[src/rtl/canmode_pkg.sv]
package canmode_pkg;
  typedef enum logic [2:0] {
    MD_INIT,
    MD_LEAVE_INIT,
    MD_ACTIVE,
    MD_SLEEP,
    MD_LEAVE_SLEEP
  } mode_e;
endpackage

[src/rtl/canmode_sync_cnt.sv]
module canmode_sync_cnt #(
  parameter int SYNC_BITS = 11
) (
  input  logic clk,
  input  logic rst,
  input  logic run,
  input  logic tick,
  input  logic rx,
  output logic sync_hit
);
  localparam int CW = $clog2(SYNC_BITS + 1);
  localparam logic [CW-1:0] LAST = CW'(SYNC_BITS - 1);

  logic [CW-1:0] cnt;

  assign sync_hit = run && tick && rx && (cnt == LAST);

  always_ff @(posedge clk) begin
    if (rst || !run) begin
      cnt <= '0;
    end else if (tick) begin
      if (!rx || sync_hit) cnt <= '0;
      else                 cnt <= cnt + 1'b1;
    end
  end


  cnt_clr_chk: assert property (@(posedge clk) disable iff (rst)
    (run && tick && !rx) |=> (cnt == '0));


  cnt_hold_chk: assert property (@(posedge clk) disable iff (rst)
    (run && !tick) |=> $stable(cnt));


  cnt_range_chk: assert property (@(posedge clk) disable iff (rst)
    cnt <= LAST);
endmodule

[src/rtl/canmode_fsm.sv]
module canmode_fsm
  import canmode_pkg::*;
(
  input  logic clk,
  input  logic rst,
  input  logic init_req,
  input  logic sleep_req,
  input  logic sync_hit,
  output logic syncing,
  output logic init_ack,
  output logic sleep_ack
);
  mode_e state, nxt;

  always_comb begin
    nxt = state;
    case (state)
      MD_INIT: begin
        if (init_req)       nxt = MD_INIT;
        else if (sleep_req) nxt = MD_SLEEP;
        else                nxt = MD_LEAVE_INIT;
      end
      MD_LEAVE_INIT: begin
        if (init_req)      nxt = MD_INIT;
        else if (sync_hit) nxt = MD_ACTIVE;
      end
      MD_ACTIVE: begin
        if (init_req)       nxt = MD_INIT;
        else if (sleep_req) nxt = MD_SLEEP;
      end
      MD_SLEEP: begin
        if (init_req)        nxt = MD_INIT;
        else if (!sleep_req) nxt = MD_LEAVE_SLEEP;
      end
      MD_LEAVE_SLEEP: begin
        if (init_req)       nxt = MD_INIT;
        else if (sleep_req) nxt = MD_SLEEP;
        else if (sync_hit)  nxt = MD_ACTIVE;
      end
      default: nxt = MD_INIT;
    endcase
  end

  always_ff @(posedge clk) begin
    if (rst) begin
      state     <= MD_INIT;
      init_ack  <= 1'b1;
      sleep_ack <= 1'b0;
    end else begin
      state     <= nxt;
      init_ack  <= (nxt == MD_INIT)  || (nxt == MD_LEAVE_INIT);
      sleep_ack <= (nxt == MD_SLEEP) || (nxt == MD_LEAVE_SLEEP);
    end
  end

  assign syncing = (state == MD_LEAVE_INIT) || (state == MD_LEAVE_SLEEP);


  ack_excl_chk: assert property (@(posedge clk) disable iff (rst)
    !(init_ack && sleep_ack));


  req_init_chk: assert property (@(posedge clk) disable iff (rst)
    init_req |=> (init_ack && !sleep_ack));


  init_exit_chk: assert property (@(posedge clk) disable iff (rst)
    ($fell(init_ack) && !sleep_ack) |-> $past(sync_hit));


  sleep_exit_chk: assert property (@(posedge clk) disable iff (rst)
    ($fell(sleep_ack) && !init_ack) |-> $past(sync_hit));
endmodule

[src/rtl/canmode_err_irq.sv]
module canmode_err_irq #(
  parameter int NERR = 4
) (
  input  logic            clk,
  input  logic            rst,
  input  logic [NERR-1:0] err_set,
  input  logic [NERR-1:0] err_src_en,
  input  logic            err_ien,
  input  logic            flag_wr,
  input  logic            flag_wr_data,
  output logic            err_flag,
  output logic            status_irq
);
  logic set_any, clr, flag_nxt;

  assign set_any  = |(err_set & err_src_en);
  assign clr      = flag_wr && flag_wr_data;
  assign flag_nxt = set_any ? 1'b1 : (clr ? 1'b0 : err_flag);

  always_ff @(posedge clk) begin
    if (rst) begin
      err_flag   <= 1'b0;
      status_irq <= 1'b0;
    end else begin
      err_flag   <= flag_nxt;
      status_irq <= flag_nxt && err_ien;
    end
  end


  flag_set_chk: assert property (@(posedge clk) disable iff (rst)
    (|(err_set & err_src_en)) |=> err_flag);


  flag_clr_chk: assert property (@(posedge clk) disable iff (rst)
    (flag_wr && flag_wr_data && !(|(err_set & err_src_en))) |=> !err_flag);


  irq_flag_chk: assert property (@(posedge clk) disable iff (rst)
    status_irq |-> err_flag);


  irq_en_chk: assert property (@(posedge clk) disable iff (rst)
    status_irq |-> $past(err_ien));
endmodule

[src/rtl/canmode_ctrl.sv]
module canmode_ctrl #(
  parameter int SYNC_BITS = 11,
  parameter int NERR      = 4
) (
  input  logic            clk,
  input  logic            rst,
  input  logic            init_req,
  input  logic            sleep_req,
  input  logic            rx_line,
  input  logic            bit_tick,
  input  logic [NERR-1:0] err_set,
  input  logic [NERR-1:0] err_src_en,
  input  logic            err_ien,
  input  logic            flag_wr,
  input  logic            flag_wr_data,
  output logic            init_ack,
  output logic            sleep_ack,
  output logic            err_flag,
  output logic            status_irq
);
  logic syncing, sync_hit;

  canmode_sync_cnt #(.SYNC_BITS(SYNC_BITS)) u_sync (
    .clk      (clk),
    .rst      (rst),
    .run      (syncing),
    .tick     (bit_tick),
    .rx       (rx_line),
    .sync_hit (sync_hit)
  );

  canmode_fsm u_fsm (
    .clk       (clk),
    .rst       (rst),
    .init_req  (init_req),
    .sleep_req (sleep_req),
    .sync_hit  (sync_hit),
    .syncing   (syncing),
    .init_ack  (init_ack),
    .sleep_ack (sleep_ack)
  );

  canmode_err_irq #(.NERR(NERR)) u_err (
    .clk          (clk),
    .rst          (rst),
    .err_set      (err_set),
    .err_src_en   (err_src_en),
    .err_ien      (err_ien),
    .flag_wr      (flag_wr),
    .flag_wr_data (flag_wr_data),
    .err_flag     (err_flag),
    .status_irq   (status_irq)
  );
endmodule

[config.mk]
export PLATFORM = sky130hd
export DESIGN_NAME = canmode_ctrl
export DESIGN_NICKNAME = d
export VERILOG_FILES = /design/src/rtl/canmode_pkg.sv /design/src/rtl/canmode_sync_cnt.sv /design/src/rtl/canmode_fsm.sv /design/src/rtl/canmode_err_irq.sv /design/src/rtl/canmode_ctrl.sv
export SDC_FILE = /design/constraint.sdc
export NUM_CORES = 1
export LEC_CHECK = 0
export BUFFER_PORTS_ARGS = -buffer_cell sky130_fd_sc_hd__buf_2
export CORE_UTILIZATION = 47
export DETAILED_ROUTE_END_ITERATION = 10
export HOLD_SLACK_MARGIN = 0.05
export PLACE_DENSITY = 0.77
export SLEW_MARGIN = 15
export SYNTH_ARGS = -nofsm -noshare
export SYNTH_HDL_FRONTEND = slang
export SYNTH_HIERARCHICAL = 1
export SYNTH_SLANG_ARGS = --single-unit
[constraint.sdc]
create_clock -name clk -period 1.85 [get_ports clk]
set_input_delay 0.185 -clock clk [delete_from_list [all_inputs] [get_ports clk]]
set_output_delay 0.185 -clock clk [all_outputs]
set_load 0.005 [all_outputs]
==> results of run 1 <==
[kinds of logic after synthesis]
| kind of cell | share of synthesized area |
|---|---|
| XOR/XNOR | 0.01420 |
| adder cells (fa/ha/maj) | 0.04056 |
| AND/OR/NAND/NOR | 0.2799 |
| flip-flops | 0.3570 |
| buffers and inverters | 0.07910 |
| multiplexers | 0.01623 |
| AO/OA/AOI/OAI | 0.2130 |
[cells in the final DEF (no fill, tap or decap)]
master,instances
a21bo_1,1
a21boi_0,1
a21oi_1,6
a22oi_1,2
a311oi_1,1
a311oi_2,1
a31oi_1,4
buf_2,20
clkbuf_1,1
clkbuf_4,3
dfxtp_1,11
ha_1,2
inv_1,4
mux2i_1,1
nand2_1,6
nand2b_1,2
nand3_1,3
nand3b_1,1
nand4_1,3
nand4b_1,1
nor2_1,7
nor2b_1,2
nor3b_2,1
nor4_1,1
nor4b_2,1
o211a_1,1
o21ai_0,1
o21ai_1,1
or2b_2,1
or3_1,1
xnor2_1,1
[worst paths after layout]
kind | startpoint | end | slack (ns) | cells past startpoint
worst max-delay path | u_fsm/state[2] | u_fsm/state[1] | 0.20 | 6
worst min-delay path | init_req | u_fsm/state[1] | 0.12 | 2
worst max register to register | u_fsm/state[2] | u_fsm/state[1] | 0.20 | 6
worst min register to register | u_sync/cnt[1] | u_sync/cnt[1] | 0.51 | 2
[layer usage]
metal | share of wire | vias to the layer above | wire [um] | track usage
met4 | 0 | 0 | 0 | 0.1339
met3 | 0.056 | 0 | 70 | 0.05233
met1 | 0.48 | 269 | 593 | 0.2366
met5 | 0 | - | 0 | 0
met2 | 0.47 | 27 | 584 | 0.3136
li1 | - | 300 | - | -
[stage by stage]
stage            util  cells  worst slack (ns)  hold WS (ns)
2_1_floorplan       -     71            0.4562        0.2544
3_3_place_gp   0.6061    102            0.3227        0.3902
3_5_place_dp   0.6061    102            0.2247        0.3977
4_1_cts        0.6288    106            0.2211        0.1059
5_1_grt        0.6288    106          0.003650        0.1014
6_report       0.6288    106            0.2012        0.1203
[power by group]
group	leakage, uW	switching (uW)	internal (uW)
Combinational	0.000205	30.5	31.5
Clock	0.0000150	82.6	83.5
Sequential	0.0000900	8.60	245
[state kept, by name, summed over array words and instances (netlist names)]
signal and count:
u_fsm/sleep_ack 1, u_fsm/init_ack 1, u_sync/cnt 4, u_err/err_flag 1
u_fsm/state 3, u_err/status_irq 1
[area by class of cell]
type	count	share of cell area
repair buffers	20	0.1377
flip-flops and latches	11	0.3029
inverters	4	0.02065
multi-input cells	53	0.4785
clock buffers	4	0.03614
well taps	14	0.02410
==> reports/metrics.yaml, run 1 <==
max_stage_delay_ns: 0.54
vdd_drop_max_mv: 0.4877
ioPinCount: 21
crit_arrival_ns: 1.83
path_buf_inv: 0
synth_top_area_frac: 0.3570
crit_family: "simple AND/OR/NAND/NOR gates"
netlist_area_um2: 616.8
post-route-period-util: 0.8912
synth_top_cell_by_area: "dfxtp_1"
routedWlPerCell_um: 11.77
place_congestion: 0.9323
clk_pin_slew_worst_paths_ns: 0.07
synth.distinct_cells: 29
ys_ff_latch: 11
initial_core_util: 0.5336
clock_path_buffers: 2
die_x_um: 38.23
post_cts_buffers: 0
cts_tree: "built"
syn_nets: 90
worst_pin_slew_ns: 0.3735
postCtsHoldBufs: 0
cp-end-kind: "flop"
finalPower_uw: 481.5
rsz0062_at_grt: "false"
period_minus_slack_ns: 1.649
finalClockSkew_ns: 0.0002084
synth_seq_area_share: 0.3570
yosysMostFrequentCell: "dfxtp_1"
synth_area_per_cell_um2: 8.688
postSynthCellCount: 71
track_usage: 0.2002
cellLeakagePower_uw: 0.0003102
grt_pass1_wl_mm: 1.925
fill_cells: 93
outcome: "finished clean"
relSlewSlack: 0.7506
yosys_most_used_dff: "dfxtp_1"
n_antenna_cell: 0
layout-drive-gt1-share: 0.2935
grt_max_degree: 13
seq_area_um2: 220.2
async_reset_ff_frac: 0
antenna_found_initial: 0
cellPowerDensity_nw_per_um2: 662.4
drt_iter0_drc: 16
crit_type: "flop to flop"
synth_edf_count: 0
critPathSlowestCell: "dfxtp_1"
crit_required_ns: 2.03
cts_resized: 0
synth_common_cells: "dfxtp_1, nor2_1, a21oi_1, nand2_1"
drt-pass1-iter-count: 4
rows: 12
clock-root-buffer: "clkbuf_4"
drtAntennaViolNets: 0
finalMaxSlewViolations: 0
max_cap_violations: 0
fp.dieH_um: 38.23
cts.sinks: 11
fin_nets: 112
yosysWarnings: 6
netlist_top_cells_area: "dfxtp_1, buf_6, a21oi_1"
crit_path_start_kind: "flop"
final_area_um2: 726.9
fin_setup_tns_ns: 0
worstSkewPairLatency_ns: 0.27
post_dp_cell_area_um2: 700.7
core_um2: 1156
hold_path_class: "input port to flop"
fmax_mhz: 606.5
timing.final.hold_violations: 0
numCtsBuffers: 3
dieArea_um2: 1461
vias: 596
wl_mm: 1.248
drc_errors: 0
overflow: 0
htree_levels: 1
crit_chain: "xnor2_1, nor2_1, nand3_1, nor2_1, nand3_1, a311oi_1"
routed_via_density: 5.623
setup_viol: 0
grt_pass1_vias: 481
path_max_fanout: 12
multi_input_area_um2: 347.8
dp_hpwl_um: 934.1
syn_to_final_growth_pct: 17.85
port_buffers: 20
Note: power is estimated with default switching activity, not from simulation.
==> inputs of run 2 (changes only) <==
--- a/config.mk
+++ b/config.mk
@@ -6,10 +6,11 @@
 export NUM_CORES = 1
 export LEC_CHECK = 0
 export BUFFER_PORTS_ARGS = -buffer_cell sky130_fd_sc_hd__buf_2
-export CORE_UTILIZATION = 47
+export CORE_ASPECT_RATIO = 1.25
+export CORE_UTILIZATION = 25
 export DETAILED_ROUTE_END_ITERATION = 10
 export HOLD_SLACK_MARGIN = 0.05
-export PLACE_DENSITY = 0.77
+export PLACE_DENSITY = 0.48
 export SLEW_MARGIN = 15
 export SYNTH_ARGS = -nofsm -noshare
 export SYNTH_HDL_FRONTEND = slang
==> reports/metrics.yaml, run 2 (synthesis gave the netlist of run 1 again) <==
outcome: "finished clean"  # unchanged
drc_errors: 0  # unchanged
vias: 568  # was 596
finalClockSkew_ns: 0.0007017  # was 0.0002084 ns
grt_pass1_vias: 518  # was 481
cts.sinks: 11  # unchanged
crit_type: "flop to flop"  # unchanged
regMostFlops: "u_sync/cnt"  # unchanged
htree_levels: 1  # unchanged
fin_nets: 114  # was 112
dieArea_um2: 2671  # was 1461 um2
die_x_um: 46.43  # was 38.23 um
path_buf_inv: 1  # was 0
vdd_drop_max_mv: 0.3267  # was 0.4877 mV
cts_resized: 0  # unchanged
layout_setup_ws_ns: 0.2738  # was 0.2012 ns
overflow: 0  # unchanged
largest_reg_flops: 4  # unchanged
routed_via_density: 4.544  # was 5.623
finalMaxSlewViolations: 0  # unchanged
max_cap_violations: 0  # unchanged
rows: 19  # was 12
worstSkewPairLatency_ns: 0.26  # was 0.27 ns
reg2reg_setup_slack_ns: 0.27  # was 0.20 ns
cp-end-kind: "flop"  # unchanged
period_minus_slack_ns: 1.576  # was 1.649 ns
dp.cells: 121  # was 102
cellLeakagePower_uw: 0.0003208  # was 0.0003102 uW
ioPinCount: 21  # unchanged
critPathSlowestCell: "nor2_1"  # was dfxtp_1
fmax_mhz: 634.5  # was 606.5 MHz
relSlewSlack: 0.7616  # was 0.7506
numCtsBuffers: 3  # unchanged
routedWlPerCell_um: 9.744  # was 11.77 um
setup_viol: 0  # unchanged
port_buffers: 20  # unchanged
rsz0062_at_grt: "false"  # unchanged
crit_path_start_kind: "flop"  # unchanged
clock_path_buffers: 2  # unchanged
track_usage: 0.1103  # was 0.2002
clk_pin_slew_worst_paths_ns: 0.07  # about the same
place_congestion: 0.7536  # was 0.9323
max_stage_delay_ns: 0.35  # was 0.54 ns
grt_pass1_wl_mm: 2.139  # was 1.925 mm
dp_slack_ns: 0.2942  # was 0.2247 ns
crit_required_ns: 2.02  # was 2.03 ns
layout_commonest_cell: "buf_2"  # unchanged
worst_pin_slew_ns: 0.3563  # was 0.3735 ns
power_frac_seq: 0.528  # was 0.526
crit_family: "simple AND/OR/NAND/NOR gates"  # unchanged
core_um2: 2258  # was 1156 um2
cellPowerDensity_nw_per_um2: 621.4  # was 662.4 nW/um2
clock_power_share: 0.334  # was 0.345
post-route-period-util: 0.8520  # was 0.8912
top_regs: "u_sync/cnt x4, u_fsm/state x3"  # unchanged
antenna_found_initial: 0  # unchanged
path_max_fanout: 5  # was 12
drt_iter0_drc: 13  # was 16
wl_mm: 1.218  # was 1.248 mm
fin_setup_tns_ns: 0  # unchanged
grt_max_degree: 12  # was 13
power_frac_comb: 0.138  # was 0.129
postCtsHoldBufs: 0  # unchanged
crit_chain: "inv_1, ha_1, nand3b_1, nor2_1, a31oi_1, a311oi_1"  # was xnor2_1, nor2_1, nand3_1, nor2_1, nand3_1, a311oi_1
layout-drive-gt1-share: 0.3085  # was 0.2935
drt-pass1-iter-count: 4  # unchanged
fin_cells: 125  # was 106
drtAntennaViolNets: 0  # unchanged
fp.dieH_um: 57.54  # was 38.23 um
hold_path_class: "input port to flop"  # unchanged
layout_common_cells: "buf_2, dfxtp_1, nor2_1"  # unchanged
switching_share: 0.2380  # was 0.2528
dp_hpwl_um: 955.8  # was 934.1 um
crit_arrival_ns: 1.75  # was 1.83 ns
syn_to_final_growth_pct: 23.73  # was 17.85%
initial_core_util: 0.2731  # was 0.5336
p_int_uw: 361.4  # was 359.8 uW
p_sw_uw: 112.8  # was 121.7 uW
timing.final.hold_violations: 0  # unchanged
post_cts_buffers: 0  # unchanged
n_antenna_cell: 0  # unchanged
clock-root-buffer: "clkbuf_4"  # unchanged
cts_tree: "built"  # unchanged
==> run 2: path summary, 6_finish.rpt <==
| kind | from | to | cells past startpoint |
|---|---|---|---|
| setup / recovery | u_sync/cnt[0] | u_fsm/state[1] | 6 |
| hold / removal | init_req | u_fsm/state[1] | 2 |
| setup reg to reg | u_sync/cnt[0] | u_fsm/state[1] | 6 |
| hold reg to reg | u_sync/cnt[0] | u_sync/cnt[0] | 2 |
==> run 2: cell type report <==
class,count,area (um2)
repair buffers,22,115.1
flip-flops and latches,11,220.2
clock buffers,4,26.28
multi-input cells,53,347.8
fillers,231,1495
inverters,4,15.01
well taps,31,38.79
==> run 2: power by group through the flow <==
stage	clock (uW)	sequential, uW	combinational (uW)
global placement	0	256	66.8
CTS	170	250	66.2
detailed placement	0	256	66.1
floorplan	0	254	38.0
global route	186	252	73.8
finish	158	250	65.5
==> run 2: through the flow <==
step	instance area, um2	utilization	hold slack [ns]	total power, uW
4_1_cts	763.2	0.3380	0.1020	486.4
5_1_grt	763.2	0.3380	0.09560	511.0
2_1_floorplan	616.8	-	0.2544	292.0
6_report	763.2	0.3380	0.1197	474.2
3_5_place_dp	737.0	0.3263	0.3915	321.9
3_3_place_gp	737.0	0.3263	0.3832	322.4
==> run 2: routing by layer <==
| metal | part of all wire | GRT usage | vias up |
|---|---|---|---|
| met2 | 0.48 | 0.1448 | 11 |
| met5 | 0 | 0 | - |
| met3 | 0.034 | 0.01899 | 2 |
| li1 | - | - | 302 |
| met4 | 0.013 | 0.07563 | 0 |
| met1 | 0.47 | 0.1585 | 253 |
==> inputs of run 3 (changes only) <==
--- a/config.mk
+++ b/config.mk
@@ -7,8 +7,10 @@
 export LEC_CHECK = 0
 export BUFFER_PORTS_ARGS = -buffer_cell sky130_fd_sc_hd__buf_2
 export CORE_ASPECT_RATIO = 1.25
+export CORE_MARGIN = 2
 export CORE_UTILIZATION = 25
 export DETAILED_ROUTE_END_ITERATION = 10
+export GPL_TIMING_DRIVEN = 0
 export HOLD_SLACK_MARGIN = 0.05
 export PLACE_DENSITY = 0.48
 export SLEW_MARGIN = 15
==> reports/metrics.yaml, run 3 (synthesis gave the netlist of run 1 again) <==
timing.final.hold_violations: 0  # unchanged
rsz0062_at_grt: "false"  # unchanged
critPathSlowestCell: "nor2_1"  # unchanged
clock_power_share: 0.334  # about the same
p_sw_uw: 117.5  # was 112.8 uW
cts_tree: "built"  # unchanged
finalClockSkew_ns: 0.005207  # was 0.0007017 ns
fin_setup_tns_ns: 0  # unchanged
cp-end-kind: "flop"  # unchanged
drc_errors: 0  # unchanged
antenna_found_initial: 0  # unchanged
wl_mm: 1.308  # was 1.218 mm
largest_reg_flops: 4  # unchanged
outcome: "finished clean"  # unchanged
finish.utilization: 0.3300  # was 0.3380
routed_via_density: 4.523  # was 4.544
power_frac_comb: 0.151  # was 0.138
vias: 579  # was 568
relSlewSlack: 0.7612  # was 0.7616
grt_pass1_wl_mm: 2.221  # was 2.139 mm
cellPowerDensity_nw_per_um2: 613.9  # was 621.4 nW/um2
layout_commonest_cell: "buf_2"  # unchanged
crit_arrival_ns: 1.78  # was 1.75 ns
rows: 20  # was 19
finalMaxSlewViolations: 0  # unchanged
post_cts_buffers: 0  # unchanged
crit_required_ns: 2.03  # was 2.02 ns
syn_to_final_growth_pct: 27.18  # was 23.73%
regMostFlops: "u_sync/cnt"  # unchanged
numCtsBuffers: 3  # unchanged
hold_path_class: "input port to flop"  # unchanged
grt_max_degree: 11  # was 12
max_cap_violations: 0  # unchanged
cellLeakagePower_uw: 0.0003286  # was 0.0003208 uW
layout_common_cells: "buf_2, dfxtp_1, nor2_1"  # unchanged
layout-drive-gt1-share: 0.3158  # was 0.3085
clk_pin_slew_worst_paths_ns: 0.07  # about the same
switching_share: 0.2440  # was 0.2380
track_usage: 0.09854  # was 0.1103
place_congestion: 0.7652  # was 0.7536
clock-root-buffer: "clkbuf_4"  # unchanged
initial_core_util: 0.2595  # was 0.2731
drt_iter0_drc: 6  # was 13
fill_cells: 255  # was 231
clock_path_buffers: 2  # unchanged
routedWlPerCell_um: 10.22  # was 9.744 um
crit_type: "flop to flop"  # unchanged
dieArea_um2: 2883  # was 2671 um2
grt_pass1_vias: 519  # was 518
overflow: 0  # unchanged
vdd_drop_max_mv: 0.4345  # was 0.3267 mV
die_x_um: 48.43  # was 46.43 um
r2r_cells: 6  # unchanged
hold_start: "init_req"  # unchanged
post-route-period-util: 0.8668  # was 0.8520
top_regs: "u_sync/cnt x4, u_fsm/state x3"  # unchanged
n_antenna_cell: 0  # unchanged
fin_nets: 115  # was 114
htree_levels: 1  # unchanged
fmax_mhz: 623.6  # was 634.5 MHz
dp_hpwl_um: 978.1  # was 955.8 um
crit_path_start_kind: "flop"  # unchanged
worstSkewPairLatency_ns: 0.26  # about the same
path_max_fanout: 5  # unchanged
cts.sinks: 11  # unchanged
port_buffers: 20  # unchanged
max_stage_delay_ns: 0.36  # was 0.35 ns
cts_resized: 0  # unchanged
p_int_uw: 364.1  # was 361.4 uW
drt-pass1-iter-count: 4  # unchanged
worst_pin_slew_ns: 0.3568  # was 0.3563 ns
power_frac_seq: 0.515  # was 0.528
ioPinCount: 21  # unchanged
fp.dieH_um: 59.54  # was 57.54 um
setup_viol: 0  # unchanged
hold_end: "u_fsm/state[1]"  # unchanged
period_minus_slack_ns: 1.604  # was 1.576 ns
r2r_end: "u_fsm/state[1]"  # unchanged
core_um2: 2377  # was 2258 um2
holdPathStages: 2  # unchanged
postCtsHoldBufs: 0  # unchanged
timing.rr.start: "u_sync/cnt[0]"  # unchanged
drtAntennaViolNets: 0  # unchanged
reg2reg_setup_slack_ns: 0.25  # was 0.27 ns
crit_chain: "inv_1, ha_1, nand3b_1, nor2_1, a31oi_1, a311oi_1"  # unchanged
==> run 3: cell types whose count changed in the layout (fill, tap and decap cells not counted), sizes merged <==
| cell | before | now |
|---|---|---|
| buf | 22 | 23 |
==> run 3: critical path, delay by kind of cell (launching register included) <==
kind	cells	cell delay [ns]
AND/OR/NAND/NOR	2	0.54
AO/OA/AOI/OAI	2	0.41
flip-flops	1	0.34
adder cells (fa/ha/maj)	1	0.14
buffers and inverters	1	0.09
==> run 3: how the worst max path moves through the flow <==
stage                               from             end  slack [ns]
final                      u_sync/cnt[0]  u_fsm/state[1]        0.25
after global routing       u_sync/cnt[0]  u_fsm/state[2]        0.09
after CTS                  u_sync/cnt[0]  u_fsm/state[1]        0.27
after detailed placement   u_sync/cnt[0]  u_fsm/state[1]        0.29
after global placement     u_sync/cnt[0]  u_fsm/state[1]        0.30
after floorplan           u_fsm/state[2]  u_fsm/state[1]        0.46
==> run 3: power by group through the flow <==
stage               Sequential [uW]  Clock, uW  Combinational (uW)
floorplan                       254          0                38.0
global placement                253          0                72.1
detailed placement              253          0                73.0
CTS                             248        171                73.3
global route                    249        180                81.3
finish                          248        161                72.7
==> run 3: area by class of cell <==
cell class	count	area [um2]	share of cell area
well taps	33	41.29	0.05263
clock buffers	4	26.28	0.03349
repair buffers	20	100.1	0.1276
plain buffers	3	33.78	0.04306
inverters	4	15.01	0.01914
flip-flops and latches	11	220.2	0.2807
multi-input cells	53	347.8	0.4434
==> run 3: through the flow <==
step	instance area, um2	setup slack (ns)	total power (uW)	hold slack [ns]	std cells
3_5_place_dp	758.2	0.2852	326.2	0.3898	124
5_1_grt	784.5	0.08900	509.7	0.1007	128
3_3_place_gp	758.2	0.3049	325.6	0.3913	124
2_1_floorplan	616.8	0.4562	292.0	0.2544	71
4_1_cts	784.5	0.2688	492.0	0.1018	128
6_report	784.5	0.2464	481.6	0.1111	128
==> run 3: routing by layer <==
layer	up-vias	track usage	wire, um
li1	307	-	-
met1	250	0.1204	624
met2	22	0.1687	588
met3	0	0.04798	96
met4	0	0	0
met5	-	0	0
